<file path="config.mk">
export PLATFORM = sky130hd
export DESIGN_NAME = pcm_serial_tx
export DESIGN_NICKNAME = d
export VERILOG_FILES = /design/src/rtl/pst_pkg.sv /design/src/rtl/pst_stage.sv /design/src/rtl/pst_clkgen.sv /design/src/rtl/pst_serializer.sv /design/src/rtl/pcm_serial_tx.sv
export SDC_FILE = /design/constraint.sdc
export NUM_CORES = 1
export LEC_CHECK = 0
export BUFFER_PORTS_ARGS = -buffer_cell sky130_fd_sc_hd__buf_4
export CAP_MARGIN = 0
export CORE_ASPECT_RATIO = 1.4
export CORE_UTILIZATION = 35
export DETAILED_ROUTE_END_ITERATION = 7
export GPL_ROUTABILITY_DRIVEN = 0
export PLACE_DENSITY = 0.49
export SETUP_SLACK_MARGIN = 0.3
export SYNTH_ARGS = -nofsm -noshare
export SYNTH_HDL_FRONTEND = slang
export SYNTH_SLANG_ARGS = --single-unit
</file>
<file path="constraint.sdc">
create_clock -name clk -period 10.6 [get_ports clk]
set_clock_uncertainty 0.15 [all_clocks]
set_input_delay 0.53 -clock clk [delete_from_list [all_inputs] [get_ports clk]]
set_output_delay 0.53 -clock clk [all_outputs]
set_load 0.02 [all_outputs]
</file>
<file path="src/rtl/pst_pkg.sv">
package pst_pkg;
    localparam int SMP_W    = 24;
    localparam int MIN_W    = 16;
    localparam int SLOT_LEN = 32;
    localparam int POS_W    = $clog2(SLOT_LEN);
    localparam int CNT_W    = POS_W + 1;
    localparam int WSEL_W   = 5;
    localparam int IDX_W    = $clog2(SMP_W);

    typedef enum logic {
        FMT_LJ  = 1'b0,
        FMT_I2S = 1'b1
    } fmt_e;

    typedef logic [WSEL_W-1:0] wsel_t;

    typedef struct packed {
        fmt_e  fmt;
        wsel_t width;
    } cfg_t;

    typedef struct packed {
        logic [SMP_W-1:0] left;
        logic [SMP_W-1:0] right;
    } pair_t;

    // Force a requested width into the supported range.
    function automatic wsel_t clamp_width(input wsel_t req);
        if (int'(req) < MIN_W) return wsel_t'(MIN_W);
        if (int'(req) > SMP_W) return wsel_t'(SMP_W);
        return req;
    endfunction

    // Frame-clock level: left slot high for LJ, low for I2S.
    function automatic logic frame_level(input fmt_e fmt, input logic right_slot);
        return (fmt == FMT_LJ) ^ right_slot;
    endfunction

    // Data bit for a given slot position; I2S lags by one period.
    function automatic logic slot_bit(input cfg_t cfg,
                                      input logic [SMP_W-1:0] smp,
                                      input logic [POS_W-1:0] pos);
        int p;
        int w;
        int lead;
        int idx;
        p    = int'(pos);
        w    = int'(cfg.width);
        lead = (cfg.fmt == FMT_I2S) ? 1 : 0;
        if (p < lead || (p - lead) >= w) return 1'b0;
        idx = w - 1 - (p - lead);
        return smp[idx[IDX_W-1:0]];
    endfunction
endpackage

</file>
<file path="src/rtl/pst_stage.sv">
module pst_stage
    import pst_pkg::*;
(
    input  logic  clk,
    input  logic  rst,
    input  logic  in_valid,
    input  pair_t in_pair,
    output logic  in_ready,
    input  logic  take,
    output logic  held,
    output pair_t held_pair
);
    always_ff @(posedge clk) begin
        if (rst) begin
            held      <= 1'b0;
            held_pair <= '0;
        end else if (in_valid && !held) begin
            held      <= 1'b1;
            held_pair <= in_pair;
        end else if (take) begin
            held      <= 1'b0;
        end
    end

    assign in_ready = !held;
endmodule

</file>
<file path="src/rtl/pst_clkgen.sv">
module pst_clkgen
    import pst_pkg::*;
(
    input  logic             clk,
    input  logic             rst,
    input  logic             tick,
    output logic             bclk,
    output logic             rise,
    output logic             frame_start,
    output logic [POS_W-1:0] next_pos,
    output logic             next_right
);
    logic [CNT_W-1:0] cnt;
    logic [CNT_W-1:0] cnt_nxt;

    assign rise        = tick && !bclk;
    assign cnt_nxt     = cnt + CNT_W'(1);
    assign frame_start = rise && (cnt_nxt == '0);
    assign next_pos    = cnt_nxt[POS_W-1:0];
    assign next_right  = cnt_nxt[CNT_W-1];

    // Counter resets to the last period so the first rise opens a frame.
    always_ff @(posedge clk) begin
        if (rst) begin
            bclk <= 1'b0;
            cnt  <= '1;
        end else begin
            if (tick) bclk <= !bclk;
            if (rise) cnt  <= cnt_nxt;
        end
    end
endmodule

</file>
<file path="src/rtl/pst_serializer.sv">
module pst_serializer
    import pst_pkg::*;
(
    input  logic             clk,
    input  logic             rst,
    input  logic             rise,
    input  logic             frame_start,
    input  cfg_t             cfg_in,
    input  logic             staged,
    input  pair_t            staged_pair,
    input  logic [POS_W-1:0] next_pos,
    input  logic             next_right,
    output logic             lrck,
    output logic             sdata,
    output logic             underrun
);
    cfg_t             act_cfg;
    cfg_t             use_cfg;
    pair_t            act_pair;
    pair_t            use_pair;
    logic [SMP_W-1:0] use_smp;

    // At a frame start the new settings and pair bypass the active registers.
    always_comb begin
        use_cfg  = frame_start ? cfg_in : act_cfg;
        use_pair = (frame_start && staged) ? staged_pair : act_pair;
        use_smp  = next_right ? use_pair.right : use_pair.left;
    end

    always_ff @(posedge clk) begin
        if (rst) begin
            act_cfg  <= '{fmt: FMT_LJ, width: wsel_t'(MIN_W)};
            act_pair <= '0;
            lrck     <= 1'b0;
            sdata    <= 1'b0;
            underrun <= 1'b0;
        end else begin
            underrun <= frame_start && !staged;
            if (frame_start) begin
                act_cfg  <= use_cfg;
                act_pair <= use_pair;
            end
            if (rise) begin
                lrck  <= frame_level(use_cfg.fmt, next_right);
                sdata <= slot_bit(use_cfg, use_smp, next_pos);
            end
        end
    end
endmodule

</file>
<file path="src/rtl/pcm_serial_tx.sv">
module pcm_serial_tx
    import pst_pkg::*;
(
    input  logic              clk,
    input  logic              rst,
    input  logic              bit_tick,
    input  logic              fmt_sel,
    input  logic [WSEL_W-1:0] width_sel,
    input  logic              tristate,
    input  logic              smp_valid,
    input  logic [SMP_W-1:0]  smp_left,
    input  logic [SMP_W-1:0]  smp_right,
    output logic              smp_ready,
    output logic              underrun,
    output logic              bclk_o,
    output logic              lrck_o,
    output logic              sdata_o,
    output logic              pad_oe
);
    logic             rise;
    logic             frame_start;
    logic [POS_W-1:0] next_pos;
    logic             next_right;
    logic             staged;
    pair_t            staged_pair;
    pair_t            in_pair;
    cfg_t             cfg_in;

    assign in_pair = '{left: smp_left, right: smp_right};
    assign cfg_in  = '{fmt: fmt_e'(fmt_sel), width: clamp_width(width_sel)};

    pst_stage u_stage (
        .clk       (clk),
        .rst       (rst),
        .in_valid  (smp_valid),
        .in_pair   (in_pair),
        .in_ready  (smp_ready),
        .take      (frame_start),
        .held      (staged),
        .held_pair (staged_pair)
    );

    pst_clkgen u_clkgen (
        .clk         (clk),
        .rst         (rst),
        .tick        (bit_tick),
        .bclk        (bclk_o),
        .rise        (rise),
        .frame_start (frame_start),
        .next_pos    (next_pos),
        .next_right  (next_right)
    );

    pst_serializer u_ser (
        .clk         (clk),
        .rst         (rst),
        .rise        (rise),
        .frame_start (frame_start),
        .cfg_in      (cfg_in),
        .staged      (staged),
        .staged_pair (staged_pair),
        .next_pos    (next_pos),
        .next_right  (next_right),
        .lrck        (lrck_o),
        .sdata       (sdata_o),
        .underrun    (underrun)
    );

    // Pad enable only; the counters above never stop.
    always_ff @(posedge clk) begin
        if (rst) pad_oe <= 1'b1;
        else     pad_oe <= !tristate;
    end
endmodule

</file>
==> metrics.yaml <==
global_route:
  grt_pass1_wl_mm: 22.3
  grt_max_degree: 105
  track_usage_pct: 18.2
  antenna_found_initial: 0
  grt_pass1_vias: 4508
  globalRoute.totalOverflow: 0
finish:
  antennaDiodeCount: 0
  final_cell_mix: "nand2_1 (208), dfxtp_1 (114), a21oi_1 (111)"
  fillers: 1502
  final_common_cell: "nand2_1"
  syn2layout_area_growth_pct: 21.6
  nets: 787
  drive_above_1_share_pct: 15.4
drt:
  route.detailed.drc: 0
  ant_nets: 0
  firstDrtPassIters: 4
  vias: 4634
  avgRoutedWirePerCell_um: 14.7
  drt_iter0_markers: 258
  wl_mm: 13.5
  vias_per_cell: 5.06
flow_run:
  drv_cap: 0
die:
  core-area_mm2: 0.0146
  dieArea_mm2: 0.0156
  fp.dieW_um: 106
  ioPinCount: 65
  die_y_um: 147
  rows: 52
  start_util_pct: 36.2
setup_path:
  crit_type: "register to register"
  slowest_stage: "fa_1"
  reg2reg_depth: 19
  cp.required_ps: 10730
  r2r_end: "u_ser.sdata"
  crit_fanout: 17
  reg2reg_from: "u_clkgen.cnt[0]"
  cpMostUsedCell: "ha_1"
  cpPeakStageDelay_ps: 910
  ff2ff_setup_slack_ps: 5430
  path_cells: "ha_1 -> nand2_1 -> a21o_1 -> nand2_1 -> nand4_2 -> mux2i_1 -> inv_1 -> ha_1 -> ha_1 -> inv_1 -> fa_1 -> nor3b_1 -> o31ai_1 -> or4_1 -> and3_1 -> o21ai_0 -> a2bb2oi_1 -> a31oi_1 -> o211ai_1"
  start_kind: "register"
  arrival_ps: 5300
  end_kind: "register"
timing:
  drv_slew: 0
  hold_violations: 0
  setup_tns_ps: 0
  worst_pin_slew_ps: 1070
  fmax_ghz: 0.193
  setup_viol: 0
  fin_crit_sh_pct: 48.8
  setup_slack_ps: 5430
  fin_crit_ps: 5170
  rsz0062_at_grt: "false"
  max_slew_margin_pct: 28.6
synth:
  synth_area_leader_cell: "dfxtp_1"
  syn_avg_cell_area_um2: 7.84
  synth_seq_area_share_pct: 43.3
  synthArstFlopShare_pct: 0
  synth_area_mm2: 0.00527
  synth_cell_types: 53
  synth-main-ff-cell: "dfxtp_1"
  postSynthCellCount: 672
  netlist.area_leader.share_pct: 43.3
  yosys_warnings: 0
  syn_nets: 745
  ys_ff_latch: 114
  synth_area_leaders: "dfxtp_1 (43%), nand2_1 (15%), a21oi_1 (11%)"
  synth-edff-count: 0
clock_network:
  ctsRootBufferMaster: "clkbuf_16"
  cts_tree: "built"
  cts_setup_buffers: 0
  clkTransAtPathRegs_ps: 50
  clock_path_buffers: 2
  cts_buffers: 17
  cts_resized: 0
  holdBufCountCts: 0
  clkLatencyLatePin_ps: 410
  cts-htree-levels: 4
  numClockSinks: 114
hold_path:
  hp-start: "tristate"
  holdPathStages: 2
  hold_class: "input pin to register"
  hold_end: "pad_oe"
pwr:
  power_density_mw_per_mm2: 198
  irDropWorstVdd_mv: 0.0916
  p_leak_uw: 0.00244
place:
  preCtsSetupSlack_ps: 5480
  dp_hpwl_mm: 9.32
  numPortBuffers: 64
outcome:
  status: "completed"
==> kinds of logic after synthesis <==
family	count (synthesis)	synth area share (%)
XOR/XNOR	13	2.16
multiplexers	22	4.51
AND/OR/NAND/NOR	286	23.1
flip-flops	114	43.3
AO/OA/AOI/OAI	165	18.5
adder cells (fa/ha/maj)	14	3.47
buffers and inverters	58	4.96
==> layer usage <==
metal	track usage, %	vias to the layer above	routed length, um
met5	0	-	0
met4	9.44	0	470
met3	4.57	26	425
met2	31.3	87	6820
met1	20.7	2172	5780
li1	-	2349	-
==> area by class of cell <==
cell class                      instances  area, um^2  share of cell area, %
Multi-Input combinational cell        500        2730                   42.7
Clock inverter                          9         131                   2.05
Tap cell                              189         236                   3.69
Timing Repair Buffer                   68         510                   7.97
Clock buffer                           22         464                   7.24
Sequential cell                       114        2280                   35.6
Inverter                               13        48.8                  0.762
==> critical path: cells and delay by family, from the launching register on <==
family / cells / cell delay, ps
AOI/OAI and AO/OA: 6 / 760
DFF: 1 / 500
and+or+nand+nor: 6 / 1330
muxes: 1 / 340
buffers and inverters: 2 / 150
adders and majority gates: 4 / 1810
==> per-stage QoR <==
stage | std cells | power, uW | hold WS [ps] | instance area, um^2 | util (%)
after floorplan | 672 | 633 | 260 | 5270 | -
after global placement | 884 | 698 | 279 | 5810 | 39.9
after detailed placement | 884 | 700 | 296 | 5810 | 39.9
after CTS | 915 | 1280 | 112 | 6410 | 44.0
after global routing | 915 | 1330 | 107 | 6410 | 44.0
final | 915 | 1270 | 127 | 6410 | 44.0
==> report_power, final <==
group          total [uW]  switching (uW)  internal [uW]
clock                 575             195            380
combinational         229             141           88.6
sequential            463            17.1            446
==> sequential cells by signal (all words and copies together), names as in the netlist <==
register           cells
u_ser.act_pair        48
u_stage.held_pair     48
u_clkgen.cnt           6
u_ser.act_cfg          6
pad_oe                 1
u_clkgen.bclk          1
u_ser.lrck             1
u_ser.sdata            1
u_ser.underrun         1
u_stage.held           1
==> Yosys cell counts, drive strengths merged (5+ instances only) <==
| cell | number |
|---|---|
| a211oi | 10 |
| a21o | 5 |
| a21oi | 112 |
| and2 | 6 |
| buf | 13 |
| clkbuf | 32 |
| dfxtp | 114 |
| ha | 13 |
| inv | 13 |
| mux2i | 17 |
| nand2 | 208 |
| nand3 | 6 |
| nor2 | 25 |
| nor2b | 7 |
| nor3 | 9 |
| o211ai | 8 |
| o21ai | 12 |
| xnor2 | 7 |
| xor2 | 6 |
==> how the worst max path moves through the flow <==
| stage | from | to | slack (ps) | cells after the start |
|---|---|---|---|---|
| floorplan | u_clkgen.cnt[0] | u_ser.sdata | 6170 | 19 |
| global placement | u_clkgen.cnt[0] | u_ser.sdata | 5610 | 18 |
| detailed placement | u_clkgen.cnt[0] | u_ser.sdata | 5480 | 18 |
| CTS | u_clkgen.cnt[0] | u_ser.sdata | 5440 | 18 |
| global route | u_clkgen.cnt[2] | u_ser.sdata | 5000 | 18 |
| finish | u_clkgen.cnt[0] | u_ser.sdata | 5430 | 19 |
No activity file was read; power rests on OpenSTA's default activity.
